**src/rtl/eag_pkg.sv**
```systemverilog
package eag_pkg;
   typedef enum logic [1:0] {
      WB_LO    = 2'd0,
      WB_HI    = 2'd1,
      WB_WORD  = 2'd2,
      WB_DWORD = 2'd3
   } wbsz_e;
endpackage

```
**src/rtl/eag_fwd.sv**
```systemverilog
module eag_fwd
   import eag_pkg::*;
#(
   parameter int AW    = 32,
   parameter int RSELW = 3,
   localparam int NB   = AW / 8
) (
   input  logic             clk,
   input  logic             rst_n,
   input  logic [RSELW-1:0] sel_i,
   input  logic [AW-1:0]    rf_val_i,
   input  logic             wb_valid_i,
   input  logic [RSELW-1:0] wb_dst_i,
   input  wbsz_e            wb_size_i,
   input  logic [AW-1:0]    wb_val_i,
   output logic [AW-1:0]    fwd_o
);
   logic          hit;
   logic [NB-1:0] lane;

   assign hit = wb_valid_i && (wb_dst_i == sel_i);

   for (genvar b = 0; b < NB; b++) begin : g_lane
      if (b == 0) begin : g_b0
         assign lane[b] = hit && (wb_size_i != WB_HI);
      end else if (b == 1) begin : g_b1
         assign lane[b] = hit && (wb_size_i != WB_LO);
      end else begin : g_bx
         assign lane[b] = hit && (wb_size_i == WB_DWORD);
      end
      assign fwd_o[b*8 +: 8] = lane[b] ? wb_val_i[b*8 +: 8] : rf_val_i[b*8 +: 8];
   end


   lo_keep_chk: assert property (@(posedge clk) disable iff (!rst_n)
      (hit && wb_size_i == WB_LO) |-> (fwd_o[AW-1:8] == rf_val_i[AW-1:8]
                                       && fwd_o[7:0] == wb_val_i[7:0]));

   hi_keep_chk: assert property (@(posedge clk) disable iff (!rst_n)
      (hit && wb_size_i == WB_HI) |-> (fwd_o[7:0] == rf_val_i[7:0]
                                       && fwd_o[AW-1:16] == rf_val_i[AW-1:16]
                                       && fwd_o[15:8] == wb_val_i[15:8]));

   word_keep_chk: assert property (@(posedge clk) disable iff (!rst_n)
      (hit && wb_size_i == WB_WORD) |-> (fwd_o[AW-1:16] == rf_val_i[AW-1:16]
                                         && fwd_o[15:0] == wb_val_i[15:0]));

   miss_pass_chk: assert property (@(posedge clk) disable iff (!rst_n)
      !hit |-> (fwd_o == rf_val_i));
endmodule

```
**src/rtl/eag_add3.sv**
```systemverilog
module eag_add3 #(
   parameter int AW    = 32,
   parameter bit FUSED = 1'b1
) (
   input  logic [AW-1:0] a_i,
   input  logic [AW-1:0] b_i,
   input  logic [AW-1:0] c_i,
   output logic [AW-1:0] sum_o
);
   if (FUSED) begin : g_fused
      assign sum_o = a_i + b_i + c_i;
   end else begin : g_csa
      logic [AW-1:0] s, cy;
      assign s     = a_i ^ b_i ^ c_i;
      assign cy    = (a_i & b_i) | (a_i & c_i) | (b_i & c_i);
      assign sum_o = s + {cy[AW-2:0], 1'b0};
   end
endmodule

```
**src/rtl/early_agen.sv**
```systemverilog
module early_agen
   import eag_pkg::*;
#(
   parameter int  AW        = 32,
   parameter int  NREG      = 8,
   parameter int  SP_IDX    = 4,
   parameter int  SCW       = 2,
   parameter bit  FUSED_ADD = 1'b1,
   localparam int RSELW     = $clog2(NREG)
) (
   input  logic               clk,
   input  logic               rst_n,
   input  logic               start_i,
   input  logic               base_en_i,
   input  logic [RSELW-1:0]   base_sel_i,
   input  logic               idx_en_i,
   input  logic [RSELW-1:0]   idx_sel_i,
   input  logic [SCW-1:0]     scale_i,
   input  logic [AW-1:0]      disp_i,
   input  logic               stk_i,
   input  logic [NREG*AW-1:0] rf_i,
   input  logic               wb_valid_i,
   input  logic [RSELW-1:0]   wb_dst_i,
   input  logic [1:0]         wb_size_i,
   input  logic [AW-1:0]      wb_val_i,
   input  logic [AW-1:0]      seg_base_i,
   output logic [AW-1:0]      ea_o,
   output logic [AW-1:0]      lin_o
);
   localparam int NOP = 2;

   if (AW < 16 || (AW % 8) != 0) begin : g_bad_aw
      $error("early_agen: AW must be a multiple of 8 and at least 16");
   end
   if (SP_IDX >= NREG) begin : g_bad_sp
      $error("early_agen: SP_IDX out of range");
   end

   logic [RSELW-1:0] op_sel [NOP];
   logic             op_en  [NOP];
   logic [AW-1:0]    rf_val [NOP];
   logic [AW-1:0]    fwd    [NOP];
   logic [AW-1:0]    term   [NOP];
   logic [AW-1:0]    idx_sh, ea_next, lin_next;
   logic [AW-1:0]    ea_q, lin_q;
   wbsz_e            wb_size;

   assign wb_size   = wbsz_e'(wb_size_i);
   assign op_sel[0] = stk_i ? RSELW'(SP_IDX) : base_sel_i;
   assign op_en[0]  = stk_i | base_en_i;
   assign op_sel[1] = idx_sel_i;
   assign op_en[1]  = idx_en_i;

   for (genvar g = 0; g < NOP; g++) begin : g_op
      assign rf_val[g] = rf_i[op_sel[g]*AW +: AW];
      eag_fwd #(.AW(AW), .RSELW(RSELW)) u_fwd (
         .clk        (clk),
         .rst_n      (rst_n),
         .sel_i      (op_sel[g]),
         .rf_val_i   (rf_val[g]),
         .wb_valid_i (wb_valid_i),
         .wb_dst_i   (wb_dst_i),
         .wb_size_i  (wb_size),
         .wb_val_i   (wb_val_i),
         .fwd_o      (fwd[g])
      );
      assign term[g] = op_en[g] ? fwd[g] : '0;
   end

   assign idx_sh = term[1] << scale_i;

   eag_add3 #(.AW(AW), .FUSED(FUSED_ADD)) u_add3 (
      .a_i   (term[0]),
      .b_i   (idx_sh),
      .c_i   (disp_i),
      .sum_o (ea_next)
   );

   assign lin_next = ea_next + seg_base_i;

   always_ff @(posedge clk or negedge rst_n) begin
      if (!rst_n) begin
         ea_q  <= '0;
         lin_q <= '0;
      end else if (start_i) begin
         ea_q  <= ea_next;
         lin_q <= lin_next;
      end
   end

   assign ea_o  = ea_q;
   assign lin_o = lin_q;


   hold_chk: assert property (@(posedge clk) disable iff (!rst_n)
      !start_i |=> ($stable(ea_q) && $stable(lin_q)));

   lin_rel_chk: assert property (@(posedge clk) disable iff (!rst_n)
      start_i |=> (lin_q == ea_q + $past(seg_base_i)));

   disp_only_chk: assert property (@(posedge clk) disable iff (!rst_n)
      (start_i && !base_en_i && !stk_i && !idx_en_i) |=> (ea_q == $past(disp_i)));

   rst_clr_chk: assert property (@(posedge clk)
      !rst_n |=> (ea_q == '0 && lin_q == '0));
endmodule

```
**config.mk**
```make
export PLATFORM = sky130hd
export DESIGN_NAME = early_agen
export DESIGN_NICKNAME = d
export VERILOG_FILES = /design/src/rtl/eag_pkg.sv /design/src/rtl/eag_fwd.sv /design/src/rtl/eag_add3.sv /design/src/rtl/early_agen.sv
export SDC_FILE = /design/constraint.sdc
export NUM_CORES = 1
export LEC_CHECK = 0
export BUFFER_PORTS_ARGS = -buffer_cell sky130_fd_sc_hd__buf_4
export CAP_MARGIN = 20
export CORE_ASPECT_RATIO = 1.75
export CORE_MARGIN = 3
export CORE_UTILIZATION = 40
export CTS_BUF_LIST = sky130_fd_sc_hd__clkbuf_2
export CTS_CLUSTER_SIZE = 30
export DETAILED_ROUTE_END_ITERATION = 6
export PLACE_DENSITY = 0.66
export SETUP_SLACK_MARGIN = 0.3
export SYNTH_ARGS = -nofsm -noshare
export SYNTH_HDL_FRONTEND = slang
export SYNTH_HIERARCHICAL = 1
export SYNTH_SLANG_ARGS = --single-unit
```
**constraint.sdc**
```tcl
create_clock -name clk -period 1.96 [get_ports clk]
set_input_delay 0.098 -clock clk [delete_from_list [all_inputs] [get_ports clk]]
set_output_delay 0.098 -clock clk [all_outputs]
set_load 0.03 [all_outputs]
```
Word-level counts from Yosys, hierarchy flattened
Index checks and enable logic that the tools add are counted.

storage, ports and cells
  bits in latches = 0
  register bits = 64
  memory bits (read-only) = 0
  memory bits (writable) = 0
  memories kept = 0

operators by class
  add/subtract/negate cells = 3
  equality and inequality tests = 4
  multipliers = 0
  shifts and indexed selects = 3
  divide/modulo/power cells = 0
  reduce and logical (&&, ||, !) cells = 9
  order comparisons = 0
  mux-type cells = 11
  bitwise logic cells = 1

operators with widths
  cell                number
  $shiftx 256x9->32   2
  $add 32x32->32      3
  $mux 32             2
  $mux 8              8
  $shl 32x2->32       1
  $logic_and 1x1->1   8
  $eq 3x3->1          2
  $mux 3              1
  $eq 2x2->1 const B  1
  $ne 2x1->1 const B  1
  $reduce_bool 2->1   1
  $or 1x1->1          1

Depth between registers and ports, before layout
  depth in word-level cells = 9
  mapped depth = 30
  mapped depth without buffers = 28

Hierarchy
Netlist, hierarchy kept.

by module, submodules not included
  module      cells an instance  instances  area each (um^2)
  early_agen  851                1          9,212.6
  eag_add3    271                1          2,252.2
  eag_fwd     43                 2          524.3

Worst setup path before layout
OpenSTA, ideal clock, no wires.

  path type = input to register
  start = in idx_sel_i[0]
  end = reg lin_q[31], in the netlist lin_o[31]
  path slack = -4.545 ns
  data arrival time = 6.378 ns
  stages = 25
  path buffers = 2
  cells stage by stage = buf_2 -> buf_1 -> mux4_2 -> mux2_2 -> mux2_2 -> mux4_2 -> and2_1 -> fa_1 -> ha_1 -> a21o_1 -> o21bai_1 -> a21o_1 -> a21oi_1 -> nand2_1 -> a221oi_1 -> xnor2_1 -> ha_1 -> a21o_1 -> a21o_1 -> a21oi_1 -> nand2_1 -> or4_4 -> nand4_1 -> a21oi_1 -> a311o_1

RTL lines
  item                  RTL line          source
  from (decl)           early_agen.sv:17  input logic [RSELW-1:0] idx_sel_i,
  to (signal assigned)  early_agen.sv:87  lin_q <= lin_next;
  to (decl)             early_agen.sv:45  logic [AW-1:0] ea_q, lin_q;

==> impl_metrics.toml <==
[status]
status = "finished, violations left"
failed_checks = "hold timing, setup timing"

[global_route]
grt_max_degree = 45
grt_overflow_total = 0
grt_antenna_before_repair = 12
grt_usage = 0.2992
first_global_vias = 14770
grt_first_pass_wirelength_microns = 78780

[cts]
cts_inserted_buffers = 9
clockBufferDepth = 2
clk_pin_slew_ns = 0.19
cts-root-buf = "clkbuf_2"
ctsHoldBuffers = 7
clk_latency_ns = 0.56
cts_tree = "built"
htree_levels = 3
numClockSinks = 64

[layout]
area_growth_syn_to_layout_pct = 67.60
mostFrequentLayoutCells = "782 x buf_4, 146 x mux4_2, 115 x nand2_1"
final_nets = 2438
utilization = 0.6800
drive_gt1_frac = 0.6771
final_common_cell = "buf_4"
fillers = 2424

[drt]
drcViolationCount = 0
antenna_left = 0
dr.pass1.iters = 5
wl_met2_microns = 29250
dr_wl_met3_microns = 2958
vias_per_cell = 5.675
wl_met1_microns = 16660
vias = 13510
wl_per_cell_microns = 22.19
drt_iter0_markers = 563
highest_layer = "met4"
wirelength_microns = 52830

[logic_synthesis]
synth_edf_count = 0
ys.flop_type = "dfrtp_1"
yosysUniqueCellTypes = 77
synth.avg_cell_area_sq_um = 10.36
syn-num-nets = 1674
async_flop_share = 1.000
syn-cell-area_sq_mm = 0.01251
ys.warnings.count = 6
synth-seq-area-share = 0.1280
ys_ff_latch = 64
synthCells = 1208

[power_and_ir_drop]
finalPower_mw = 25.03
p_clk_frac = 0.038
combPwrFrac = 0.865
power.leakage_nw = 9.580
p_seq_frac = 0.097
power.switching_mw = 11.16
p_per_area_mw_per_mm2 = 1193
peakVddDrop_mv = 1.239
p_sw_frac = 0.4458
p_int_mw = 13.87

[min_path]
hold_start = "seg_base_i[0]"
hold_class = "in2reg"
min_path_cells = 3
hold_path_end = "lin_o[0]"

[setup_path]
r2r-end = "lin_o[31]"
required_ns = 2.44
r2r-start = "lin_o[31]"
cp_max_fo = 8
worst_setup_path_start_kind = "input pin"
r2r_cells = 2
cp.arrival_ns = 6.03
cp-end-kind = "flip-flop"
reg2reg_slack_ns = 0.98
crit_type = "in2reg"

[sta]
drv_slew = 0
skew_ns = 0
final.period_utilization = 2.830
tightest_slew_ns = 0.9450
finalHoldViolCount = 2
holdWs_ns = -0.1132
fin_crit_ns = 5.546
fmax_mhz = 180.3
rsz0062_at_grt = "yes"
setup_ws_ns = -3.586
finalSetupViolations = 64
maxSlewHeadroom = 0.3679

[place]
dp_hpwl_microns = 43740
port_buffers = 435
place_ws_ns = -4.360
globalplace.congestion = 0.9974

[floorplanning]
die_h_microns = 240.0
core.rowCount = 85
core_sq_mm = 0.03084
io_pins = 436
start_util = 0.4057
die_area_sq_mm = 0.03352
die_x_microns = 139.7

[run]
cap_violations = 0
## metrics by stage
| step | instances | TNS (ns) | hold slack, ns | area [sq um] |
|---|---|---|---|---|
| 6_report | 2381 | -151.05 | -0.1132 | 20970 |
| 5_1_grt | 2379 | -157.70 | -0.1518 | 20970 |
| 4_1_cts | 2334 | -144.51 | -0.1978 | 20040 |
| 3_5_place_dp | 2266 | -194.90 | 0.1054 | 18850 |
| 3_3_place_gp | 2266 | -191.00 | 0.09851 | 18850 |
| 2_1_floorplan | 1208 | -157.62 | -0.1976 | 13150 |
## layout make-up
type / instances / area [sq um] / share of cell area
Antenna cell: 14 / 35.03 / 0.001670
Clock buffer: 11 / 55.05 / 0.002625
Clock inverter: 4 / 70.07 / 0.003341
Inverter: 32 / 120.1 / 0.005727
Multi-Input combinational cell: 1028 / 11900 / 0.5672
Sequential cell: 64 / 1602 / 0.07636
Tap cell: 391 / 489.2 / 0.02333
Timing Repair Buffer: 837 / 6706 / 0.3198
## state kept, by name, summed over array words and instances (netlist names)
register	flops
lin_o	32
ea_o	32
## routing by layer
| metal | vias up | track usage |
|---|---|---|
| li1 | 6185 | - |
| met1 | 6558 | 0.2860 |
| met2 | 591 | 0.5740 |
| met3 | 178 | 0.04756 |
| met4 | 0 | 0.2083 |
| met5 | - | 0 |
## cell usage after synthesis, types with 15 or more instances
cell / number / area, sq um
a211oi_1: 20 / 150.1
a21o_1: 37 / 277.8
a21oi_1: 55 / 275.3
and2_1: 31 / 193.9
clkbuf_1: 59 / 221.5
dfrtp_1: 64 / 1602
fa_1: 33 / 660.6
ha_1: 61 / 763.2
inv_1: 31 / 116.4
mux2_2: 127 / 1430
mux2_4: 21 / 315.3
mux4_2: 146 / 3288
nand2_1: 124 / 465.5
nand4_1: 15 / 93.84
nor2_1: 47 / 176.4
nor2b_1: 58 / 362.9
o21ai_0: 50 / 250.2
xnor2_1: 41 / 359.1
xor2_1: 17 / 148.9
## how the worst max path moves through the flow
| stage | start | end | slack, ns | cells past startpoint |
|---|---|---|---|---|
| finish | idx_sel_i[0] | lin_o[31] | -3.59 | 24 |
| global route | idx_sel_i[0] | lin_o[25] | -3.73 | 23 |
| CTS | idx_sel_i[0] | lin_o[31] | -3.55 | 24 |
| detailed placement | idx_sel_i[0] | lin_o[31] | -4.36 | 25 |
| global placement | idx_sel_i[0] | lin_o[28] | -4.28 | 24 |
| floorplan | idx_sel_i[0] | lin_o[31] | -3.79 | 25 |
## power by group through the flow
stage               clock [mW]  combinational, mW  sequential (mW)
finish                   0.946               21.7             2.43
detailed placement           0               17.9             2.46
global placement             0               17.7             2.44
global route              1.03               23.1             2.52
CTS                      0.988               19.3             2.43
floorplan                    0               9.22             3.70
## kinds of logic (layout without fill, tap and decap cells)
family          count (synthesis)  after routing  synth area share
compound gates                258            258            0.1389
simple gates                  322            322            0.1336
buf+inv                       116            884           0.04130
other cells                     0             14                 0
flops                          64             64            0.1280
xor+xnor                       58             58           0.04060
fa+ha+maj                      94             94            0.1138
mux                           296            296            0.4039
## worst max-delay path: stages
cell	delay [ns]
buf_16	0.15
buf_16	0.15
mux4_2	0.49
mux2_4	0.27
mux2_4	0.29
mux4_2	0.45
and2_4	0.17
fa_1	0.51
ha_4	0.22
a21o_1	0.19
a21oi_4	0.23
buf_6	0.14
a2111oi_4	0.06
buf_4	0.15
buf_4	0.12
o31a_1	0.39
or3b_1	0.39
a31oi_1	0.22
xnor2_1	0.18
ha_1	0.29
and4_4	0.18
a221oi_2	0.29
a21oi_1	0.11
a311o_1	0.28
## what timing repair did
action	CTS	global route
endpoints found under the setup margin	64	64
pin swaps	51	75
endpoints found under the hold margin	84	2
gates resized for setup	119	121
setup buffers	44	33
cloned	2	0
(Power assumes the default switching activity.)
